### config.mk
export PLATFORM = sky130hd
export DESIGN_NAME = ldq_snoop_guard
export DESIGN_NICKNAME = d
export VERILOG_FILES = /design/src/rtl/ldq_pkg.sv /design/src/rtl/ldq_ptr_ctrl.sv /design/src/rtl/ldq_slot.sv /design/src/rtl/ldq_commit_judge.sv /design/src/rtl/ldq_snoop_guard.sv
export SDC_FILE = /design/constraint.sdc
export NUM_CORES = 1
export LEC_CHECK = 0
export ABC_AREA = 1
export CAP_MARGIN = 20
export CELL_PAD_IN_SITES_DETAIL_PLACEMENT = 0
export CELL_PAD_IN_SITES_GLOBAL_PLACEMENT = 1
export CORE_AREA = 2 2 113 115
export CTS_CLUSTER_SIZE = 40
export DETAILED_ROUTE_END_ITERATION = 6
export DIE_AREA = 0 0 115 117
export PLACE_DENSITY_LB_ADDON = 0.1
export RECOVER_POWER = 50
export SLEW_MARGIN = 20
export SYNTH_ARGS = -nofsm -noshare
export SYNTH_HDL_FRONTEND = slang
export SYNTH_SLANG_ARGS = --single-unit
### constraint.sdc
create_clock -name clk -period 3.25 [get_ports clk]
set_input_delay 0.4875 -clock clk [delete_from_list [all_inputs] [get_ports clk]]
set_output_delay 0.4875 -clock clk [all_outputs]
set_load 0.01 [all_outputs]
### src/rtl/ldq_pkg.sv
package ldq_pkg;
    parameter int LQ_ADDR_W = 16;
    parameter int LQ_OFS_W  = 2;
    localparam int LQ_LINE_W = LQ_ADDR_W - LQ_OFS_W;

    typedef logic [LQ_LINE_W-1:0] line_t;

    typedef struct packed {
        logic  valid;
        logic  done;
        logic  stale;
        line_t line;
    } lq_entry_t;

    function automatic line_t line_of(input logic [LQ_ADDR_W-1:0] a);
        return a[LQ_ADDR_W-1:LQ_OFS_W];
    endfunction
endpackage

### src/rtl/ldq_ptr_ctrl.sv
module ldq_ptr_ctrl #(
    parameter int DEPTH = 4,
    localparam int IDX_W = $clog2(DEPTH)
) (
    input  logic             clk,
    input  logic             rst,
    input  logic             push,
    input  logic             pop,
    input  logic             clear,
    output logic [IDX_W-1:0] head,
    output logic [IDX_W-1:0] tail,
    output logic [IDX_W:0]   occ,
    output logic             full
);
    function automatic logic [IDX_W-1:0] bump(input logic [IDX_W-1:0] p);
        return (p == IDX_W'(DEPTH - 1)) ? '0 : p + 1'b1;
    endfunction

    always_ff @(posedge clk) begin
        if (rst || clear) begin
            head <= '0;
            tail <= '0;
            occ  <= '0;
        end else begin
            if (push) tail <= bump(tail);
            if (pop)  head <= bump(head);
            case ({push, pop})
                2'b10:   occ <= occ + 1'b1;
                2'b01:   occ <= occ - 1'b1;
                default: occ <= occ;
            endcase
        end
    end

    assign full = (occ == (IDX_W+1)'(DEPTH));
endmodule

### src/rtl/ldq_slot.sv
module ldq_slot
    import ldq_pkg::*;
(
    input  logic      clk,
    input  logic      rst,
    input  logic      clear,
    input  logic      fill,
    input  line_t     fill_line,
    input  logic      exec_hit,
    input  logic      retire,
    input  logic      snoop_valid,
    input  line_t     snoop_line,
    output lq_entry_t ent,
    output logic      snoop_hit
);
    assign snoop_hit = snoop_valid && ent.valid && (ent.done || exec_hit)
                       && (ent.line == snoop_line);

    always_ff @(posedge clk) begin
        if (rst || clear || retire) begin
            ent <= '0;
        end else if (fill) begin
            ent.valid <= 1'b1;
            ent.done  <= 1'b0;
            ent.stale <= 1'b0;
            ent.line  <= fill_line;
        end else begin
            if (exec_hit && ent.valid) ent.done  <= 1'b1;
            if (snoop_hit)             ent.stale <= 1'b1;
        end
    end
endmodule

### src/rtl/ldq_commit_judge.sv
module ldq_commit_judge
    import ldq_pkg::*;
(
    input  lq_entry_t head_ent,
    input  logic      head_snoop_hit,
    input  logic      commit_req,
    output logic      commit_ok,
    output logic      flush
);
    logic live;
    logic stale_now;

    always_comb begin
        live      = commit_req && head_ent.valid;
        stale_now = head_ent.stale || head_snoop_hit;
        commit_ok = live && !stale_now;
        flush     = live && stale_now;
    end
endmodule

### src/rtl/ldq_snoop_guard.sv
module ldq_snoop_guard
    import ldq_pkg::*;
#(
    parameter int DEPTH = 4,
    localparam int IDX_W  = $clog2(DEPTH),
    localparam int ADDR_W = LQ_ADDR_W
) (
    input  logic              clk,
    input  logic              rst,
    input  logic              alloc_valid,
    input  logic [ADDR_W-1:0] alloc_addr,
    output logic [IDX_W-1:0]  alloc_id,
    output logic              full,
    input  logic              exec_valid,
    input  logic [IDX_W-1:0]  exec_id,
    input  logic              snoop_valid,
    input  logic [ADDR_W-1:0] snoop_addr,
    input  logic              commit_req,
    output logic              commit_ok,
    output logic              flush
);
    logic [IDX_W-1:0] head;
    logic [IDX_W-1:0] tail;
    logic [IDX_W:0]   occ;
    logic             push;
    lq_entry_t        ents [DEPTH];
    logic [DEPTH-1:0] hits;
    line_t            alloc_line;
    line_t            snoop_line;

    assign alloc_line = line_of(alloc_addr);
    assign snoop_line = line_of(snoop_addr);
    assign push       = alloc_valid && !full && !flush;
    assign alloc_id   = tail;

    ldq_ptr_ctrl #(.DEPTH(DEPTH)) u_ptr (
        .clk  (clk),
        .rst  (rst),
        .push (push),
        .pop  (commit_ok),
        .clear(flush),
        .head (head),
        .tail (tail),
        .occ  (occ),
        .full (full)
    );

    for (genvar i = 0; i < DEPTH; i++) begin : g_slot
        ldq_slot u_slot (
            .clk        (clk),
            .rst        (rst),
            .clear      (flush),
            .fill       (push && (tail == IDX_W'(i))),
            .fill_line  (alloc_line),
            .exec_hit   (exec_valid && (exec_id == IDX_W'(i))),
            .retire     (commit_ok && (head == IDX_W'(i))),
            .snoop_valid(snoop_valid),
            .snoop_line (snoop_line),
            .ent        (ents[i]),
            .snoop_hit  (hits[i])
        );
    end

    ldq_commit_judge u_judge (
        .head_ent      (ents[head]),
        .head_snoop_hit(hits[head]),
        .commit_req    (commit_req),
        .commit_ok     (commit_ok),
        .flush         (flush)
    );
endmodule

==> results_dict.tcl <==
set metrics [dict create \
    synth_top_cells_by_area "dfxtp_1 31%, nand2_1 21%, inv_1 14%" \
    drive_gt1_share_pct 7.39 \
    cp.required_ns 3.49 \
    synth-edff-count 0 \
    numPortBuffers 40 \
    status "complete, no violations" \
    crit_type "in -> reg" \
    slew_headroom_pct 42.8 \
    die_h_um 117 \
    grt_pass1_vias 4278 \
    critPathMaxFanout 5 \
    clock_path_buffers 2 \
    via_count 4598 \
    diodes 0 \
    nFillCells 1333 \
    netlist_instances 800 \
    gp_congestion 0.823 \
    grt_max_degree 63 \
    dieArea_um2 13500 \
    intPower_mw 2.20 \
    syn_nets 850 \
    async_flop_share_pct 0 \
    ir_worst_vdd_uv 322 \
    io_pins 45 \
    skew_ns 0.00668 \
    cts_tree "built" \
    p_sw_mw 1.13 \
    grt_pass1_wl_um 22300 \
    slowest_stage "clkdlybuf4s50_1" \
    max_clock_freq_mhz 345 \
    synth_cell_types 31 \
    final.hold.worst_slack_ns 0.508 \
    fin_area_um2 5740 \
    die_w_um 115 \
    cpPeakStageDelay_ns 0.52 \
    instances_no_fill 1003 \
    place_area_um2 5410 \
    slew_violations 0 \
    hold_viol 0 \
    yosysTopAreaCellShare_pct 31.4 \
    via_per_inst 4.58 \
    grt-ovfl-total 0 \
    grt_usage_pct 22.1 \
    rsz0062_at_grt "no" \
    synth-seq-area-share_pct 31.4 \
    crit_path_start_kind "input port" \
    fin_crit_sh_pct 89.1 \
    cts_sinks 75 \
    nets 898 \
    powerDensity_nw_per_um2 580 \
    ys_seq_elements 75 \
    post_cts_buffers 0 \
    routed_wl_um 14000 \
    dp_hpwl_um 9770 \
    yosysTopAreaCell "dfxtp_1" \
    pwr-share-comb_pct 30.2 \
    core-area_um2 12300 \
    fin_setup_tns_ns 0 \
    endpoint_kind "register" \
    period_needed_ns 2.89 \
    drt_iter0_drc 250 \
    netlist_area_um2 4790 \
    path_common_cell "nand2_1" \
    dp.cells 987 \
    synth_ff_type "dfxtp_1" \
    yosysMostFrequentCell "nand2_1" \
    postSynthAreaPerCell_um2 5.99 \
    ant_nets 0 \
    htree_levels 3 \
    wl_per_cell_um 14.0 \
    worstPathCellList "clkdlybuf4s50_1 > inv_1 > nand2_1 > nand2_1 > nor2_1 > nand2_1 > nor2_2 > nand4_1 > nand3_2 > nand3_4 > nand2_1 > ha_1 > inv_1 > fa_1 > a21oi_1 > o21ai_0 > xor2_1 > nor2_1" \
    clkLatencyLatePin_ns 0.34 \
    cts-root-buf "clkbuf_16" \
    route.detailed.drc 0 \
    p_seq_share_pct 34.4 \
    std_cell_rows 41 \
    multiInputGateArea_um2 2400 \
    p_leak_nw 2.98 \
    clk_pin_slew_ns 0.06 \
    arrival_ns 3.13 \
    layout.area.seq_um2 1500 \
    synth_top_cells_by_count "266 x nand2_1, 176 x inv_1, 110 x nor2_1" \
    cts_buffers 9 \
    setup_viol 0 \
    initial_core_util_pct 38.9 \
    hp-class "reg -> reg" \
    area_delta_synth_final_pct 19.8 \
    ys_warn_count 0 \
    switching_share_pct 34.0 \
    drv_cap 0 \
    p_clk_share_pct 35.4 \
    grt_antenna_before_repair 0 \
    first_pass_iters 5 \
    tightest_slew_ns 0.858 \
]
[final cells by class]
type | count | share of cell area, %
Clock inverter | 5 | 1.74
Multi-Input combinational cell | 514 | 41.9
Timing Repair Buffer | 66 | 10.8
Tap cell | 150 | 3.27
Sequential cell | 75 | 26.2
Inverter | 182 | 11.9
Clock buffer | 11 | 4.23
[per-layer routing]
layer	routed length, µm	vias up	GRT usage [%]
met5	0	-	0
met4	219	0	7.95
met3	769	12	2.88
met2	6430	105	35.6
met1	6600	1992	30.4
li1	-	2489	-
[placed cells by master (no fill, tap or decap), drive strengths merged]
cell / Yosys / final
a211oi: 2 / 2
a21oi: 8 / 8
a31o: 2 / 2
buf: 14 / 25
bufinv: 0 / 3
clkbuf: 15 / 12
clkdlybuf4s50: 0 / 33
clkinv: 0 / 2
dfxtp: 75 / 75
dlygate4sd3: 0 / 3
dlymetal6s2s: 0 / 4
fa: 1 / 1
ha: 9 / 9
inv: 182 / 182
nand2: 268 / 268
nand3: 15 / 15
nand4: 63 / 63
nor2: 115 / 115
nor3: 2 / 2
o21ai: 13 / 13
o21bai: 2 / 2
xnor2: 11 / 11
xor2: 3 / 3
[logic make-up after synthesis]
group | after synthesis | synth area share [%]
and+or+nand+nor | 463 | 42.0
buffers and inverters | 211 | 18.1
DFF | 75 | 31.4
AOI/OAI and AO/OA | 27 | 3.19
xor gates and xnor gates | 14 | 2.56
adders and majority gates | 10 | 2.77
[critical path: cells and delay by family]
kind            cells  cell delay [ns]
compound gates      2             0.25
fa+ha+maj           2             0.52
buf+inv             3             0.68
xor+xnor            1             0.15
simple gates       10             1.03
[final timing paths]
| check | from | end | slack [ns] | depth (start not counted) |
|---|---|---|---|---|
| setup / recovery | snoop_addr[5] | u_ptr.occ[2]$_SDFFE_PP0P_ | 0.36 | 18 |
| hold / removal | u_ptr.occ[1]$_SDFFE_PP0P_ | u_ptr.occ[1]$_SDFFE_PP0P_ | 0.51 | 2 |
| setup reg to reg | u_ptr.head[0]$_SDFFE_PP0P_ | g_slot[3].u_slot.ent[15]$_SDFFE_PP0P_ | 0.42 | 12 |
| hold reg to reg | u_ptr.occ[1]$_SDFFE_PP0P_ | u_ptr.occ[1]$_SDFFE_PP0P_ | 0.51 | 2 |
[power groups by stage]
stage / clock network, mW / logic [mW] / registers [mW]
finish: 1.18 / 1.01 / 1.15
global route: 1.24 / 1.15 / 1.16
CTS: 1.20 / 1.03 / 1.15
detailed placement: 0 / 1.02 / 1.16
global placement: 0 / 1.00 / 1.16
floorplan: 0 / 0.726 / 1.14
[flip-flops by register name (all words and copies together) (netlist names)]
name	flops
g_slot.u_slot.ent	68
u_ptr.occ	3
u_ptr.head	2
u_ptr.tail	2
[timing repair]
item,CTS,global route
resized for setup,0,8
hold buffers,0,0
endpoints found under the setup margin,0,3
[per-stage QoR]
step | power, mW | util [%] | setup slack (ns)
finish | 3.33 | 46.6 | 0.355
global route | 3.56 | 46.6 | 0.0694
CTS | 3.37 | 46.7 | 0.00871
detailed placement | 2.19 | 43.9 | -0.0322
global placement | 2.16 | 43.9 | -0.0197
floorplan | 1.86 | - | 0.632
(Power assumes the default switching activity.)
